**config.mk**
```make
export PLATFORM = sky130hd
export DESIGN_NAME = cfgrom_addr_ctr
export DESIGN_NICKNAME = d
export VERILOG_FILES = /design/src/rtl/cfgrom_addr_ctr.sv
export SDC_FILE = /design/constraint.sdc
export NUM_CORES = 1
export LEC_CHECK = 0
export ABC_AREA = 1
export BUFFER_PORTS_ARGS = -buffer_cell sky130_fd_sc_hd__buf_2
export CAP_MARGIN = 30
export CORE_MARGIN = 10
export CORE_UTILIZATION = 57
export CTS_CLUSTER_SIZE = 14
export DETAILED_ROUTE_END_ITERATION = 7
export PLACE_DENSITY_LB_ADDON = 0.08
export SLEW_MARGIN = 20
export SYNTH_ARGS = -nofsm -noshare
export SYNTH_HDL_FRONTEND = slang
export SYNTH_SLANG_ARGS = --single-unit
```
**constraint.sdc**
```tcl
create_clock -name clk -period 3.1 [get_ports clk]
set_input_delay 0.31 -clock clk [delete_from_list [all_inputs] [get_ports clk]]
set_output_delay 0.31 -clock clk [all_outputs]
set_load 0.02 [all_outputs]
```
**src/rtl/cfgrom_addr_ctr.sv**
```systemverilog
`timescale 1ns/1ps
// Saturating read-address counter: clears on rst_n or clr, steps on adv,
// holds at the last location.
// Assumes: DEPTH >= 2; clr has priority over adv.
module cfgrom_addr_ctr #(
    parameter int DEPTH = 336768,
    parameter int AW    = $clog2(DEPTH)
) (
    input  logic          clk,
    input  logic          rst_n,
    input  logic          clr,
    input  logic          adv,
    output logic [AW-1:0] addr
);

    localparam logic [AW-1:0] LAST = AW'(DEPTH - 1);

    // Address register with clear priority and saturation at LAST
    always_ff @(posedge clk) begin
        if (!rst_n || clr) begin
            addr <= '0;
        end else if (adv && (addr != LAST)) begin
            addr <= addr + 1'b1;
        end
    end

    AST_ADDR_STEP: assert property (@(posedge clk) disable iff (!rst_n)
        (adv && !clr && addr != LAST) |=> (addr == $past(addr) + 1'b1));
    AST_ADDR_CLEAR: assert property (@(posedge clk) disable iff (!rst_n)
        clr |=> (addr == '0));
    AST_ADDR_HOLD: assert property (@(posedge clk) disable iff (!rst_n)
        (!adv && !clr) |=> $stable(addr));
    AST_ADDR_SAT: assert property (@(posedge clk) disable iff (!rst_n)
        (addr == LAST && !clr) |=> (addr == LAST));
    AST_ADDR_RANGE: assert property (@(posedge clk) disable iff (!rst_n)
        addr <= LAST);

endmodule

```
==> results.toml, run 1 <==
[finish]
syn_to_final_growth_pct = 13.6
regMostFlops = "addr"
nNetsFinal = 211
largest_reg_flops = 19
antenna_cells = 0
reg_top3 = "addr (19)"
drive_gt1_share_pct = 17.1
fin_area_um2 = 1280

[global_routing]
grt_first_pass_wirelength_um = 4460
gr-total-overflow = 0
grt_usage_pct = 12.8
grt_max_degree = 18
grt_pass1_vias = 1041
antenna_found_initial = 0

[power]
finalPower_w = 0.000402
p_per_area_nw_per_um2 = 315
power.share.clock_pct = 32.7
cellLeakagePower_nw = 0.561
power_switching_w = 0.0000988
p_comb_share_pct = 5.8
p_sw_share_pct = 24.6
p_seq_share_pct = 61.5
vdd_drop_max_v = 0.000308
cell_internal_pwr_w = 0.000303

[drt]
drc = 0
antenna_left = 0
num_vias = 1174
avgRoutedWirePerCell_um = 11.7
viasPerCell = 5.06
dr.pass1.iters = 4
wl_um = 2720
drt_iter0_drc = 66

[yosys]
ys.flop_type = "dfxtp_1"
async_flop_share_pct = 0
ys_ff_latch = 19
synth_edf_count = 0
postSynthCellCount = 182
seq_area_frac_synth_pct = 33.8
synth_nets = 187
syn_avg_cell_area_um2 = 6.18
yosys_warnings = 0
synthDistinctLibCells = 23
yosysTopAreaCell = "dfxtp_1"
synthTopCellsByArea = "dfxtp_1 34%, nand2_1 16%, nor2_1 11%, inv_1 7.0%, nand3_1 6.7%"
syn_area_um2 = 1120
yosys.area.top_type_share_pct = 33.8

[cts]
cts_buffer_depth = 2
postCtsSetupBuffers = 0
cts_tree = "yes"
cts.htree.levels = 1
cts_sinks = 19
clk_latency_ps = 300
cts_root_buf = "clkbuf_4"
clkTransAtPathRegs_ps = 110
cts-resized-gates = 0
cts_hold_buf = 0
cts_buffers = 3

[run_status]
status = "complete, no violations"

[critical_path]
max_stage_delay_ps = 450
slowest_stage = "dfxtp_1"
worstPathCellList = "ha_1, inv_1, nor2_2, nand2_2, nor2_4, nand2_4, nand2_4, nor2_1, nor2_1, nor2_1"
cp_max_fo = 17
critPathKind = "reg -> reg"
crit_top_cell = "nor2_1"
critPathLaunchType = "flop"
setup.worst_path.end_class = "flop"
worstPathArrival_ps = 1930
worst-endpoint-required_ps = 3310

[hold_path]
hold_path_class = "in -> reg"

[sta]
worstMarginPinSlew_ps = 560
setup_viol_count_final = 0
final.min_clock_period_ps = 1720
skew_ps = 1.42
rsz0062_at_grt = "no"
drv_slew = 0
hold_slack_ps = 360
max_freq_ghz = 0.582
fin_setup_tns_ps = 0
relSlewSlack_pct = 62.5
hold_viol = 0
post-route-period-util_pct = 55.4

[placed_design]
dp_hpwl_um = 2120
dpl-instance-area_um2 = 1240
port_buffers = 22
globalplace.congestion = 0.909

[floorplan]
rows = 16
fp.dieH_um = 64.4
io_pins = 23
dieArea_um2 = 4150
core_area_um2 = 1920
initial_core_util_pct = 58.5
die_x_um = 64.4

[job]
maxCapViolations = 0
==> cell type report <==
cell class,instances,area [µm²]
tap,27,33.8
fill,192,644
timing repair buffer,23,118
inverter,24,90.1
multi-input combinational,135,629
sequential,19,380
clock buffer,4,26.3
==> final timing paths <==
kind / startpoint / end / slack, ps / depth (start not counted)
hold reg to reg: addr[11]$_SDFFE_PP0P_ / addr[11]$_SDFFE_PP0P_ / 530 / 2
hold / removal: clr / addr[4]$_SDFFE_PP0P_ / 360 / 4
setup reg to reg: addr[0]$_SDFFE_PP0P_ / addr[15]$_SDFFE_PP0P_ / 1380 / 10
setup / recovery: addr[0]$_SDFFE_PP0P_ / addr[15]$_SDFFE_PP0P_ / 1380 / 10
==> worst max-delay path, delay by kind of cell (launching register included) <==
family,cells,cell delay (ps)
adder cells (fa/ha/maj),1,250
buffers and inverters,1,70
flip-flops,1,450
AND/OR/NAND/NOR,8,850
==> power by group through the flow <==
stage               Clock (W)  Combinational, W  Sequential, W
finish               0.000131         0.0000234       0.000247
global route         0.000143         0.0000257       0.000247
CTS                  0.000135         0.0000225       0.000247
detailed placement          0         0.0000225       0.000252
global placement            0         0.0000221       0.000252
floorplan                   0         0.0000156       0.000254
==> placed cells by master (no fill, tap or decap), types with 2 or more instances in the layout <==
cell type	n
dfxtp_1	19
inv_1	21
inv_2	2
o21ai_1	3
buf_2	22
nand3b_1	4
a21oi_1	11
nand2_1	48
nand2_4	2
nor3_1	3
nand3_1	15
o21ai_0	3
clkbuf_4	3
nand4_1	6
nor2_1	32
nor2_2	3
==> routing by layer <==
layer	GRT usage, %	part of all wire [%]	vias up
li1	-	-	622
met1	16.4	48	508
met2	20.0	44	39
met3	3.09	6.4	5
met4	5.61	1.6	0
met5	0	0	-
==> synth_stat cells (2+ instances only) <==
library cell	n
inv_1	21
o21ai_1	3
nor2_1	32
dfxtp_1	19
nand2_1	48
nand4_1	6
nand3b_1	4
nand2_4	2
inv_2	2
o21ai_0	3
nor2_2	3
nor3_1	3
buf_2	2
nand3_1	15
a21oi_1	11
==> cells by family (layout without fill, tap and decap cells) <==
group / count (synthesis) / in the layout / share of synthesized area [%]
buffers and inverters: 28 / 51 / 10.2
DFF: 19 / 19 / 33.8
and+or+nand+nor: 116 / 116 / 46.5
adders and majority gates: 1 / 1 / 1.11
AOI/OAI and AO/OA: 17 / 17 / 7.56
xor gates and xnor gates: 1 / 1 / 0.779
==> stage by stage <==
stage	cells	utilization (%)	worst slack (ps)
2_1_floorplan	182	-	1440
3_3_place_gp	227	64.7	1480
3_5_place_dp	227	64.7	1410
4_1_cts	231	66.1	1390
5_1_grt	232	66.5	1230
6_report	232	66.5	1380
Note: power is estimated with default switching activity, not from simulation.
==> run 2: changes to the inputs <==
--- a/config.mk
+++ b/config.mk
@@ -5,11 +5,11 @@
 export SDC_FILE = /design/constraint.sdc
 export NUM_CORES = 1
 export LEC_CHECK = 0
-export ABC_AREA = 1
+export ABC_AREA = 0
 export BUFFER_PORTS_ARGS = -buffer_cell sky130_fd_sc_hd__buf_2
 export CAP_MARGIN = 30
 export CORE_MARGIN = 10
-export CORE_UTILIZATION = 57
+export CORE_UTILIZATION = 51
 export CTS_CLUSTER_SIZE = 14
 export DETAILED_ROUTE_END_ITERATION = 7
 export PLACE_DENSITY_LB_ADDON = 0.08
==> constraint.sdc (replaced) <==
create_clock -name clk -period 1.6 [get_ports clk]
set_input_delay 0.16 -clock clk [delete_from_list [all_inputs] [get_ports clk]]
set_output_delay 0.16 -clock clk [all_outputs]
set_load 0.02 [all_outputs]
==> results.toml, run 2 <==
[run_status]
status = "finished, violations left"
violations = "negative setup slack"

[sta]
skew_ps = 3.46
final.min_clock_period_ps = 1780
hold_viol = 0
worst_slack_ps = -183
max_freq_ghz = 0.561
post-route-period-util_pct = 111
drv_slew = 0
setup_viol_count_final = 12
rsz0062_at_grt = "yes"
relSlewSlack_pct = 72.7
fin_setup_tns_ps = -1790
worstMarginPinSlew_ps = 408

[critical_path]
rrSetupSlack_ps = -180
reg2reg_depth = 5
worstPathArrival_ps = 1990
critPathLaunchType = "flop"
critPathKind = "reg -> reg"
r2r-end = "addr[2]$_SDFFE_PP0P_"
worst-endpoint-required_ps = 1810
reg2reg_from = "addr[11]$_SDFFE_PP0P_"
setup.worst_path.end_class = "flop"
cp_max_fo = 4

[finish]
nNetsFinal = 169
reg_top3 = "addr (19)"
layout_common_cells = "33 x buf_4, 22 x buf_2, 11 x nor2_1"
regMostFlops = "addr"
stdcell_count = 188
largest_reg_flops = 19
fin_util_pct = 84.7
fillers = 111
drive_gt1_share_pct = 55.2
syn_to_final_growth_pct = 54.6
layout_commonest_cell = "buf_4"
antenna_cells = 0

[floorplan]
fp.dieH_um = 63.3
io_pins = 23
dieArea_um2 = 4010
initial_core_util_pct = 54.8
die_x_um = 63.3
core_area_um2 = 1750
rows = 15

[yosys]
yosys.area.top_type_share_pct = 39.8
syn_area_um2 = 956
ys_top_cells_by_count = "19 x dfxtp_1, 11 x nor2_1, 9 x nand2_1"
yosys_warnings = 0
synth_nets = 111
yosysTopAreaCell = "dfxtp_1"
ys_ff_latch = 19
yosysMostFrequentCell = "dfxtp_1"
seq_area_frac_synth_pct = 39.8
async_flop_share_pct = 0
synthTopCellsByArea = "dfxtp_1 40%, xor2_1 6.4%, nor2_1 4.3%, nand3_1 4.2%, nand4_1 3.9%"
synthDistinctLibCells = 29
synth_edf_count = 0
syn_avg_cell_area_um2 = 9.02
postSynthCellCount = 106
ys.flop_type = "dfxtp_1"

[cts]
clkTransAtPathRegs_ps = 110
cts_tree = "yes"
cts_buffers = 3
postCtsSetupBuffers = 0
cts_root_buf = "clkbuf_4"
cts_buffer_depth = 2
cts.htree.levels = 1
cts_sinks = 19
clk_latency_ps = 310

[global_routing]
grt_busiest_layer = "met2"
grt_first_pass_wirelength_um = 5010
grt_max_degree = 14
antenna_found_initial = 0
gr-total-overflow = 0
grt_usage_pct = 15.0
use_met3_pct = 3.71
grt_pass1_vias = 1048
grtUsageMet1_pct = 19.3
met2_usage_pct = 23.6

[drt]
antenna_left = 0
drc = 0
wl_um = 3500
drt_iter0_drc = 104
viasPerCell = 6.02
avgRoutedWirePerCell_um = 18.6
num_vias = 1131
dr.pass1.iters = 4

[placed_design]
pre_cts_slack_ps = -129
port_buffers = 22
dp_hpwl_um = 2200
dp_cells = 184
globalplace.congestion = 0.837

[power]
vdd_drop_max_v = 0.000488
cellLeakagePower_nw = 0.647
p_seq_share_pct = 60.2
power.share.clock_pct = 33.3
cell_internal_pwr_w = 0.000585
p_comb_share_pct = 6.5
power_switching_w = 0.000194
p_per_area_nw_per_um2 = 527
p_sw_share_pct = 24.9

[hold_path]
hold_path_class = "in -> reg"
hold_path.startpoint = "clr"
hold_depth = 4
hold_end = "addr[15]$_SDFFE_PP0P_"

[job]
maxCapViolations = 0
run 2: changes by cell type after synthesis, sizes merged, moves of 3 or more:
| cell | delta |
|---|---|
| nand3b | -4 |
| and4 | +3 |
| or3 | +5 |
| buf | -3 |
| a21oi | -7 |
| inv | -23 |
| nand3 | -7 |
| or4 | +5 |
| o211ai | +5 |
| xor2 | +7 |
| xnor2 | +3 |
| nor2 | -25 |
| nand2 | -42 |
run 2: stage by stage:
| stage | hold slack (ps) | power [W] | area (µm²) |
|---|---|---|---|
| 4_1_cts | 171 | 0.000773 | 1400 |
| 3_3_place_gp | 487 | 0.000528 | 1370 |
| 3_5_place_dp | 493 | 0.000529 | 1370 |
| 2_1_floorplan | 365 | 0.000506 | 980 |
| 5_1_grt | 240 | 0.000800 | 1480 |
| 6_report | 219 | 0.000779 | 1480 |
run 2: cell families after synthesis:
group | after synthesis | share of synthesized area [%]
adders and majority gates | 1 | 1.31
xor gates and xnor gates | 11 | 10.9
and+or+nand+nor | 57 | 33.6
DFF | 19 | 39.8
AOI/OAI and AO/OA | 15 | 12.4
buffers and inverters | 3 | 1.96
run 2: layout make-up:
class | instances | area, µm² | share of cell area (%)
Sequential cell | 19 | 412 | 27.9
Timing Repair Buffer | 56 | 378 | 25.6
Multi-Input combinational cell | 84 | 631 | 42.7
Tap cell | 25 | 31.3 | 2.12
Clock buffer | 4 | 26.3 | 1.78
run 2: critical path: stages, from the launching register on:
cell and delay [ps]:
dfxtp_2 340, or3_1 370, or4_4 480, o211ai_1 250, xor2_1 210, nor2_1 50
run 2: metal layers:
layer	vias to the layer above	share of wire, %
li1	504	-
met3	11	8.9
met2	81	47
met5	-	0
met4	0	2.3
met1	535	42
run 2: power by group through the flow:
stage,clock network [W],logic (W),registers [W]
after floorplan,0,0.0000213,0.000485
after global placement,0,0.0000467,0.000482
after detailed placement,0,0.0000473,0.000482
after CTS,0.000255,0.0000478,0.000471
after global routing,0.000277,0.0000539,0.000469
final,0.000259,0.0000507,0.000468
run 2: worst max-delay path by stage:
stage	start	to	slack [ps]
finish	addr[11]$_SDFFE_PP0P_	addr[2]$_SDFFE_PP0P_	-180
global placement	addr[11]$_SDFFE_PP0P_	addr[4]$_SDFFE_PP0P_	-100
detailed placement	addr[11]$_SDFFE_PP0P_	addr[7]$_SDFFE_PP0P_	-130
floorplan	addr[7]$_SDFFE_PP0P_	addr[7]$_SDFFE_PP0P_	-180
CTS	addr[11]$_SDFFE_PP0P_	addr[9]$_SDFFE_PP0P_	-150
global route	addr[5]$_SDFFE_PP0P_	addr[13]$_SDFFE_PP0P_	-220
run 2: timing repair:
| item | in CTS | in global routing |
|---|---|---|
| resized for setup | 2 | 16 |
| pin swaps | 1 | 5 |
| endpoints found under the hold margin | 0 | 0 |
| setup endpoints to repair | 13 | 19 |
| hold buffers | 0 | 0 |
